### src/rtl/trio_pkg.sv
package trio_pkg;
  localparam int BYTE_W = 8;
  localparam int NIB_W  = 4;
  localparam int BIT_W  = $clog2(BYTE_W);

  localparam logic [BYTE_W-1:0] K_READ = 8'h40;
  localparam logic [BYTE_W-1:0] K_ADDR = 8'h20;
  localparam logic [BYTE_W-1:0] K_DATA = 8'h10;

  typedef enum logic [2:0] {
    PH_IDLE, PH_TXH, PH_TXL, PH_GAP, PH_RXH, PH_RXL
  } phase_e;

  function automatic logic [BYTE_W-1:0] cmd_byte(input logic rd, input logic [NIB_W-1:0] a);
    return {{(BYTE_W-NIB_W){1'b0}}, a} | K_ADDR | (rd ? K_READ : '0);
  endfunction

  function automatic logic [BYTE_W-1:0] data_byte(input logic [NIB_W-1:0] n);
    return {{(BYTE_W-NIB_W){1'b0}}, n & {NIB_W{1'b1}}} | K_DATA;
  endfunction
endpackage

### src/rtl/trio_half_timer.sv
module trio_half_timer #(
  parameter int unsigned HALF_CYC = 175
) (
  input  logic clk_i,
  input  logic rst_ni,
  input  logic run_i,
  output logic first_o,
  output logic last_o
);
  localparam int CW = (HALF_CYC > 1) ? $clog2(HALF_CYC) : 1;
  localparam logic [CW-1:0] LAST = CW'(HALF_CYC - 1);

  logic [CW-1:0] cnt_q;

  always_ff @(posedge clk_i or negedge rst_ni) begin
    if (!rst_ni)      cnt_q <= '0;
    else if (!run_i)  cnt_q <= '0;
    else if (last_o)  cnt_q <= '0;
    else              cnt_q <= cnt_q + 1'b1;
  end

  assign first_o = (cnt_q == '0);
  assign last_o  = (cnt_q == LAST);

  // every phase lasts exactly HALF_CYC cycles
  assert_cnt_range_R11: assert property (@(posedge clk_i) disable iff (!rst_ni)
    cnt_q <= LAST);
  assert_wrap_R11: assert property (@(posedge clk_i) disable iff (!rst_ni)
    (run_i && last_o) |=> first_o);
endmodule

### src/rtl/trio_shifter.sv
module trio_shifter #(
  parameter int W = 8
) (
  input  logic         clk_i,
  input  logic         rst_ni,
  input  logic         load_i,
  input  logic [W-1:0] load_val_i,
  input  logic         shift_i,
  input  logic         in_bit_i,
  output logic [W-1:0] q_o
);
  always_ff @(posedge clk_i or negedge rst_ni) begin
    if (!rst_ni)      q_o <= '0;
    else if (load_i)  q_o <= load_val_i;
    else if (shift_i) q_o <= {q_o[W-2:0], in_bit_i};
  end
endmodule

### src/rtl/trio_phase_fsm.sv
module trio_phase_fsm
  import trio_pkg::*;
(
  input  logic              clk_i,
  input  logic              rst_ni,
  input  logic              start_i,
  input  logic              rd_i,
  input  logic [NIB_W-1:0]  addr_i,
  input  logic [NIB_W-1:0]  wdata_i,
  input  logic              last_i,
  input  logic [BYTE_W-1:0] q_i,
  output logic              load_o,
  output logic [BYTE_W-1:0] load_val_o,
  output logic              shift_o,
  output phase_e            phase_o,
  output logic              busy_o,
  output logic              done_o,
  output logic [NIB_W-1:0]  rdata_o
);
  localparam logic [BIT_W-1:0] TOP_BIT = BIT_W'(BYTE_W - 1);

  phase_e            phase_q;
  logic [BIT_W-1:0]  bit_q;
  logic              second_q, rd_q;
  logic [NIB_W-1:0]  nib_q;

  logic take, load_data;
  assign take      = (phase_q == PH_IDLE) && start_i;
  assign load_data = (phase_q == PH_GAP) && last_i && !rd_q && !second_q;

  always_comb begin
    load_o     = take || load_data;
    load_val_o = take ? cmd_byte(rd_i, addr_i) : data_byte(nib_q);
    shift_o    = ((phase_q == PH_TXL) && last_i && (bit_q != '0)) ||
                 ((phase_q == PH_RXH) && last_i);
  end

  always_ff @(posedge clk_i or negedge rst_ni) begin
    if (!rst_ni) begin
      phase_q  <= PH_IDLE;
      bit_q    <= '0;
      second_q <= 1'b0;
      rd_q     <= 1'b0;
      nib_q    <= '0;
      done_o   <= 1'b0;
      rdata_o  <= '0;
    end else begin
      done_o <= 1'b0;
      unique case (phase_q)
        PH_IDLE: if (start_i) begin
          phase_q  <= PH_TXH;
          bit_q    <= TOP_BIT;
          second_q <= 1'b0;
          rd_q     <= rd_i;
          nib_q    <= wdata_i;
        end
        PH_TXH: if (last_i) phase_q <= PH_TXL;
        PH_TXL: if (last_i) begin
          if (bit_q == '0) phase_q <= PH_GAP;
          else begin
            phase_q <= PH_TXH;
            bit_q   <= bit_q - 1'b1;
          end
        end
        PH_GAP: if (last_i) begin
          if (rd_q) begin
            phase_q <= PH_RXH;
            bit_q   <= TOP_BIT;
          end else if (!second_q) begin
            phase_q  <= PH_TXH;
            bit_q    <= TOP_BIT;
            second_q <= 1'b1;
          end else begin
            phase_q <= PH_IDLE;
            done_o  <= 1'b1;
          end
        end
        PH_RXH: if (last_i) phase_q <= PH_RXL;
        PH_RXL: if (last_i) begin
          if (bit_q == '0) begin
            phase_q <= PH_IDLE;
            done_o  <= 1'b1;
            rdata_o <= q_i[NIB_W-1:0];
          end else begin
            phase_q <= PH_RXH;
            bit_q   <= bit_q - 1'b1;
          end
        end
        default: phase_q <= PH_IDLE;
      endcase
    end
  end

  assign phase_o = phase_q;
  assign busy_o  = (phase_q != PH_IDLE);

  assert_done_pulse_R9: assert property (@(posedge clk_i) disable iff (!rst_ni)
    done_o |=> !done_o);
  assert_busy_ends_done_R9: assert property (@(posedge clk_i) disable iff (!rst_ni)
    $fell(busy_o) |-> done_o);
  assert_rdata_hold_R10: assert property (@(posedge clk_i) disable iff (!rst_ni)
    !done_o |-> $stable(rdata_o));
  assert_no_restart_R3: assert property (@(posedge clk_i) disable iff (!rst_ni)
    (busy_o && !done_o && $past(busy_o)) |-> $stable(rd_q));
endmodule

### src/rtl/trio_nib_master.sv
module trio_nib_master
  import trio_pkg::*;
#(
  parameter int CLK_MHZ = 250,
  parameter int HALF_NS = 700
) (
  input  logic             clk_i,
  input  logic             rst_ni,
  input  logic             start_i,
  input  logic             rd_i,
  input  logic [NIB_W-1:0] addr_i,
  input  logic [NIB_W-1:0] wdata_i,
  output logic             busy_o,
  output logic             done_o,
  output logic [NIB_W-1:0] rdata_o,
  input  logic             ce_req_i,
  output logic             ce_o,
  output logic             sclk_o,
  output logic             sclk_oe_o,
  output logic             sdo_o,
  output logic             sdo_oe_o,
  input  logic             sdi_i
);
  localparam int HALF_RAW = (HALF_NS * CLK_MHZ + 999) / 1000;
  localparam int unsigned HALF_CYC = (HALF_RAW < 1) ? 1 : HALF_RAW;

  logic              first, last, load, shift, in_bit;
  logic [BYTE_W-1:0] load_val, q;
  phase_e            phase;

  trio_half_timer #(.HALF_CYC(HALF_CYC)) u_timer (
    .clk_i, .rst_ni, .run_i(busy_o), .first_o(first), .last_o(last)
  );

  trio_shifter #(.W(BYTE_W)) u_shift (
    .clk_i, .rst_ni, .load_i(load), .load_val_i(load_val),
    .shift_i(shift), .in_bit_i(in_bit), .q_o(q)
  );

  trio_phase_fsm u_fsm (
    .clk_i, .rst_ni, .start_i, .rd_i, .addr_i, .wdata_i,
    .last_i(last), .q_i(q), .load_o(load), .load_val_o(load_val),
    .shift_o(shift), .phase_o(phase), .busy_o, .done_o, .rdata_o
  );

  assign in_bit    = (phase == PH_RXH) ? sdi_i : 1'b0;
  assign ce_o      = ce_req_i;
  assign sclk_oe_o = 1'b1;
  assign sclk_o    = !((phase == PH_TXL) || (phase == PH_RXL));
  assign sdo_o     = q[BYTE_W-1];
  // hold the line one cycle past the final rising edge
  assign sdo_oe_o  = (phase == PH_TXH) || (phase == PH_TXL) ||
                     ((phase == PH_GAP) && first);

  assert_idle_lines_R1: assert property (@(posedge clk_i) disable iff (!rst_ni)
    !busy_o |-> (sclk_o && !sdo_oe_o));
  assert_oe_in_busy_R7: assert property (@(posedge clk_i) disable iff (!rst_ni)
    sdo_oe_o |-> busy_o);
  assert_tx_data_stable_R4: assert property (@(posedge clk_i) disable iff (!rst_ni)
    (sdo_oe_o && !sclk_o && $past(sdo_oe_o)) |-> $stable(sdo_o));
  always_comb assert_ce_pass_R2: assert (ce_o == ce_req_i);
endmodule

### config.mk
export PLATFORM = sky130hd
export DESIGN_NAME = trio_nib_master
export DESIGN_NICKNAME = d
export VERILOG_FILES = /design/src/rtl/trio_pkg.sv /design/src/rtl/trio_half_timer.sv /design/src/rtl/trio_shifter.sv /design/src/rtl/trio_phase_fsm.sv /design/src/rtl/trio_nib_master.sv
export SDC_FILE = /design/constraint.sdc
export NUM_CORES = 1
export LEC_CHECK = 0
export ABC_AREA = 0
export BUFFER_PORTS_ARGS = -buffer_cell sky130_fd_sc_hd__buf_4
export CORE_UTILIZATION = 56
export DETAILED_ROUTE_END_ITERATION = 12
export GPL_ROUTABILITY_DRIVEN = 0
export PLACE_DENSITY = 0.8
export RECOVER_POWER = 25
export SETUP_SLACK_MARGIN = 0.1
export SYNTH_ARGS = -nofsm -noshare
export SYNTH_HDL_FRONTEND = slang
export SYNTH_SLANG_ARGS = --single-unit
### constraint.sdc
create_clock -name clk_i -period 2.3 [get_ports clk_i]
set_input_delay 0.115 -clock clk_i [delete_from_list [all_inputs] [get_ports clk_i]]
set_output_delay 0.115 -clock clk_i [all_outputs]
set_load 0.03 [all_outputs]
==> reports/metrics.yaml, run 1 <==
status: "complete, but fails checks"
violations: "DRC, capacitance limit, slew limit"
vias: 1438
h-tree-depth: 2
track_usage: 0.2412
dp_hpwl_mm: 2.545
max_freq_ghz: 0.4807
syn_inst: 183
cts_root_buf: "clkbuf_4"
tritoncts: "built"
firstDrtPassIters: 8
vias_per_cell: 5.967
final_max_slew_viol_count: 34
clock_sinks: 33
ys_ff_latch: 33
drc: 2
start_util: 0.6136
final_layout_size_suffix_gt1_frac: 0.1857
clk_pin_slew_ns: 0.10
reg2reg_slack_ns: 0.22
fin_nets: 228
final_cells: 241
p_per_area_nw_per_um2: 459.7
setup_ws_ns: 0.2197
ys.flop_type: "dfrtp_1"
yosysSeqAreaShare: 0.4718
cts_setup_buffers: 0
fin_skew_ns: 0.01131
drtIter0Drc: 81
areaGrowthSynthToFinish_pct: 15.15
fin_crit_ns: 2.080
placed_area_um2: 1912
period_share: 0.9045
total_power_mw: 0.9265
io_buffers: 21
wl_per_cell_um: 14.69
setup_viol: 0
pre_cts_ws_ns: 0.2184
rsz0062_at_grt: "yes"
synth_cell_type_count: 46
synth.largest_area_cell: "dfrtp_1"
leakagePower_nw: 1.018
row_count: 19
fp.dieW_um: 57.91
crit_required_ns: 2.56
utilization: 0.7066
yosys-top-cells-count: "dfrtp_1 (33), nand2_1 (24), nor2_1 (23)"
yosysWarnings: 0
hold_path.class: "input pin to flop"
dieHeight_um: 57.91
crit_arrival_ns: 2.34
synth-edff-count: 0
antenna_found_initial: 0
dp_cells: 228
async_reset_ff_frac: 1.000
core-area_um2: 2853
yosys-top-cells-area: "dfrtp_1 (47%), nand2_1 (5.1%), nor2_1 (4.9%)"
worstSetupPathType: "flop to flop"
path_max_fanout: 11
endpoint_kind: "flop"
grt-ovfl-total: 0
diodes: 0
yosysTopAreaCellShare: 0.4718
grt_max_degree: 34
slew_headroom: -0.1269
crit_path_start_kind: "flop"
maxCapViolations: 1
routed_wl_mm: 3.541
fin_setup_tns_ns: 0
synth_fp_nets: 202
die-area_um2: 3354
clk-insertion-delay-late_ns: 0.34
design_area_um2: 2016
peakVddDrop_uv: 377.9
cts_buffers: 5
clock_path_buffers: 2
syn_area_per_cell_um2: 9.565
io_pins: 25
holdWs_ns: 0.008222
synth.most_common_cell: "dfrtp_1"
grt_pass1_wl_mm: 6.168
hold_viol_final: 0
worstMarginPinSlew_ns: 1.690
ant_nets: 0
grt_pass1_vias: 1398
synthesis.area_um2: 1750
## kinds of logic after synthesis
family,Yosys count,synth area share
AOI/OAI and AO/OA,31,0.1280
adders and majority gates,5,0.03574
DFF,33,0.4718
muxes,7,0.04574
xor gates and xnor gates,6,0.03002
and+or+nand+nor,83,0.2409
other,1,0.002142
buffers and inverters,17,0.04574
## placed cells by master (no fill, tap or decap), drive strengths merged, types with 5 or more instances in the layout
| cell | n |
|---|---|
| nand2 | 25 |
| and3 | 5 |
| nor2 | 23 |
| o21ai | 6 |
| buf | 22 |
| nand3 | 10 |
| dfrtp | 33 |
| inv | 8 |
| ha | 5 |
| xor2 | 5 |
| mux2 | 5 |
| dlygate4sd3 | 5 |
| clkbuf | 7 |
## registers in the layout (all words and copies together) (netlist names)
name	cells
u_shift.q_o	8
u_timer.cnt_q	8
u_fsm.nib_q	4
u_fsm.rdata_o	4
u_fsm.bit_q	3
u_fsm.phase_o	3
u_fsm.done_o	1
u_fsm.rd_q	1
u_fsm.second_q	1
## power breakdown
group | switching (mW) | internal (mW) | total [mW]
Combinational | 0.0177 | 0.0184 | 0.0360
Sequential | 0 | 0.580 | 0.580
Clock | 0.194 | 0.116 | 0.311
Total | 0.212 | 0.714 | 0.927
## area by class of cell
type | count | area (um^2)
inverters | 8 | 30.03
multi-input cells | 133 | 850.8
repair buffers | 28 | 219.0
well taps | 31 | 38.79
clock inverters | 2 | 10.01
fillers | 210 | 837.1
flip-flops and latches | 33 | 825.8
clock buffers | 6 | 41.29
## repair_timing
action,4_1_cts,5_1_grt
hold buffers,5,0
resized for setup,0,1
endpoints found under the hold margin,37,0
setup endpoints to repair,0,4
## critical path, stage by stage, from the launching register on
cell and delay (ns):
dfrtp_1 0.43, inv_1 0.10, ha_1 0.16, and4bb_2 0.30, nand2_4 0.09, or3_4 0.42, mux2_4 0.32, a22oi_1 0.19
## per-layer routing
| layer | global-route usage | wire (um) |
|---|---|---|
| met4 | 0.07483 | 48 |
| met5 | 0 | 0 |
| met1 | 0.3235 | 1617 |
| met2 | 0.3777 | 1630 |
| met3 | 0.07366 | 243 |
## final timing paths
kind	cells after the start	endpoint	start
max	7	u_shift.q_o[0]$_DFFE_PN0P_	u_timer.cnt_q[0]$_DFF_PN0_
max reg2reg	7	u_shift.q_o[0]$_DFFE_PN0P_	u_timer.cnt_q[0]$_DFF_PN0_
min in group asynchronous	2	u_fsm.phase_o[2]$_DFFE_PN0P_	rst_ni
min reg2reg	2	u_fsm.nib_q[2]$_DFFE_PN0P_	u_fsm.nib_q[2]$_DFFE_PN0P_
max in group asynchronous	2	u_timer.cnt_q[0]$_DFF_PN0_	rst_ni
min	3	u_fsm.rd_q$_DFFE_PN0P_	rd_i
Note: power is estimated with default switching activity, not from simulation.
==> run 2: changes to the inputs <==
- CORE_MARGIN: not set -> 2
- CTS_CLUSTER_DIAMETER: not set -> 120
- SETUP_SLACK_MARGIN: 0.1 -> not set
==> run 2 against run 1 <==
The flow finishes with violations (capacitance limit, slew limit). Final cell count grew 0.83%. First-iteration DRC count shrank 2.5%. Non-clock buffer count is the same. Utilization shrank 3.0 points. Sequential share of layout area shrank 0.30 points. Worst setup slack lost 0.044 ns. Routed wire length grew 0.20%. Cell area grew 0.75%. Worst hold slack gained 0.0059 ns. Via count shrank 1.0%. Power grew 6.2%. Critical path depth is the same.
==> reports/metrics.yaml, run 2 (same netlist as run 1, synthesis figures left out) <==
status: "complete, but fails checks"  # unchanged
violations: "capacitance limit, slew limit"  # was DRC, capacitance limit, slew limit
crit_arrival_ns: 2.38  # was 2.34 ns
ant_nets: 0  # unchanged
h-tree-depth: 2  # unchanged
seqPwrFrac: 0.589  # was 0.626
dp_cells: 230  # was 228
power_switching_mw: 0.2086  # was 0.2121 mW
grt_pass1_vias: 1385  # was 1398
diodes: 0  # unchanged
worstSetupPathType: "flop to flop"  # unchanged
worstMarginPinSlew_ns: 1.694  # was 1.690 ns
clk-insertion-delay-late_ns: 0.34  # about the same
drc: 0  # was 2
grt-ovfl-total: 0  # unchanged
dp_hpwl_mm: 2.566  # was 2.545 mm
grt_pass1_wl_mm: 6.161  # was 6.168 mm
crit_required_ns: 2.56  # about the same
leakagePower_nw: 1.027  # was 1.018 nW
rsz0062_at_grt: "no"  # was yes
routed_wl_mm: 3.548  # was 3.541 mm
area.sequential_um2: 825.8  # unchanged
antenna_found_initial: 0  # unchanged
fp.dieW_um: 59.91  # was 57.91 um
peakVddDrop_uv: 297.0  # was 377.9 uV
core-area_um2: 3003  # was 2853 um^2
multi_input_area_um2: 844.6  # was 850.8 um^2
fin_setup_tns_ns: 0  # unchanged
row_count: 20  # was 19
tritoncts: "built"  # unchanged
cts_root_buf: "clkbuf_4"  # unchanged
clock_path_buffers: 2  # unchanged
fin_nets: 228  # unchanged
path_max_fanout: 11  # unchanged
slew_headroom: -0.1292  # was -0.1269
io_buffers: 21  # unchanged
p_per_area_nw_per_um2: 484.4  # was 459.7 nW/um^2
hold_viol_final: 0  # unchanged
hold_path.class: "input pin to flop"  # unchanged
combPwrFrac: 0.037  # was 0.039
period_share: 0.9235  # was 0.9045
die-area_um2: 3589  # was 3354 um^2
final_common_cell: "dfrtp_1"  # unchanged
clock_power_share: 0.374  # was 0.335
final_layout_size_suffix_gt1_frac: 0.1857  # unchanged
track_usage: 0.2285  # was 0.2412
pre_cts_ws_ns: 0.1890  # was 0.2184 ns
final_cells: 243  # was 241
fill_cells: 247  # was 210
io_pins: 25  # unchanged
setup_ws_ns: 0.1759  # was 0.2197 ns
setup_viol: 0  # unchanged
grt_max_degree: 34  # unchanged
fin_skew_ns: 0.009152  # was 0.01131 ns
layout_common_cells: "dfrtp_1 (33), nand2_1 (24), nor2_1 (23)"  # unchanged
vias: 1423  # was 1438
swShare: 0.2120  # was 0.2289
clk_pin_slew_ns: 0.10  # about the same
drtIter0Drc: 79  # was 81
max_freq_ghz: 0.4708  # was 0.4807 GHz
vias_per_cell: 5.856  # was 5.967
p_int_mw: 0.7752  # was 0.7144 mW
ctsResizeCount: 0  # unchanged
fin_crit_ns: 2.124  # was 2.080 ns
endpoint_kind: "flop"  # unchanged
firstDrtPassIters: 4  # was 8
start_util: 0.5829  # was 0.6136
crit_path_start_kind: "flop"  # unchanged
dieHeight_um: 59.91  # was 57.91 um
top_regs: "u_shift.q_o (8), u_timer.cnt_q (8)"  # unchanged
cts_buffers: 5  # unchanged
wl_per_cell_um: 14.60  # was 14.69 um
maxCapViolations: 1  # unchanged
areaGrowthSynthToFinish_pct: 16.01  # was 15.15%
final_max_slew_viol_count: 34  # unchanged
clock_sinks: 33  # unchanged
run 2: cell types whose count changed in the layout (fill, tap and decap cells not counted):
cell	delta
clkbuf_8	+2
clkbuf_1	-1
clkinv_2	-1
nor4bb_1	+1
nor4bb_2	-1
run 2: power by group through the flow:
stage | clock network, mW | logic [mW] | registers, mW
after floorplan | 0 | 0.00770 | 0.591
after global placement | 0 | 0.0303 | 0.591
after detailed placement | 0 | 0.0311 | 0.591
after CTS | 0.377 | 0.0378 | 0.580
after global routing | 0.406 | 0.0412 | 0.580
final | 0.368 | 0.0360 | 0.580
run 2: layer usage:
layer	global-route usage	part of all wire
met1	0.3099	0.47
met2	0.3463	0.46
met3	0.06061	0.047
met4	0.09206	0.020
met5	0	0
run 2: final timing paths:
kind / depth (start not counted) / endpoint / slack, ns / startpoint
min in group asynchronous: 2 / u_fsm.phase_o[2]$_DFFE_PN0P_ / 0.75 / rst_ni
max: 7 / u_shift.q_o[0]$_DFFE_PN0P_ / 0.18 / u_timer.cnt_q[0]$_DFF_PN0_
max reg2reg: 7 / u_shift.q_o[0]$_DFFE_PN0P_ / 0.18 / u_timer.cnt_q[0]$_DFF_PN0_
min: 3 / u_fsm.rd_q$_DFFE_PN0P_ / 0.01 / rd_i
min reg2reg: 2 / u_fsm.nib_q[2]$_DFFE_PN0P_ / 0.48 / u_fsm.nib_q[2]$_DFFE_PN0P_
max in group asynchronous: 2 / u_timer.cnt_q[5]$_DFF_PN0_ / 0.57 / rst_ni
run 2: worst max-delay path, stage by stage (launching register included):
cell      delay (ns)
dfrtp_1         0.44
inv_1           0.10
ha_1            0.16
and4bb_2        0.30
nand2_4         0.10
or3_4           0.46
mux2_4          0.32
a22oi_1         0.17
run 2: final cells by class:
cell class,count,share of cell area
Multi-Input combinational cell,133,0.4159
Sequential cell,33,0.4067
Timing Repair Buffer,28,0.1078
Clock buffer,7,0.03204
Tap cell,33,0.02033
Inverter,8,0.01479
Clock inverter,1,0.002465
run 2: through the flow:
stage               power [mW]  cell area [um^2]  hold WS (ns)    util
global route             1.027              2031       0.02563  0.6763
CTS                     0.9949              2034      0.005445  0.6775
finish                  0.9838              2031       0.01412  0.6763
floorplan               0.5990              1750       -0.1806       -
detailed placement      0.6222              1914       0.07832  0.6375
global placement        0.6215              1914       0.07106  0.6375
run 2: timing repair:
item                      CTS  global route
hold buffers                5             0
hold endpoints to repair   37             0
setup buffers               0             0
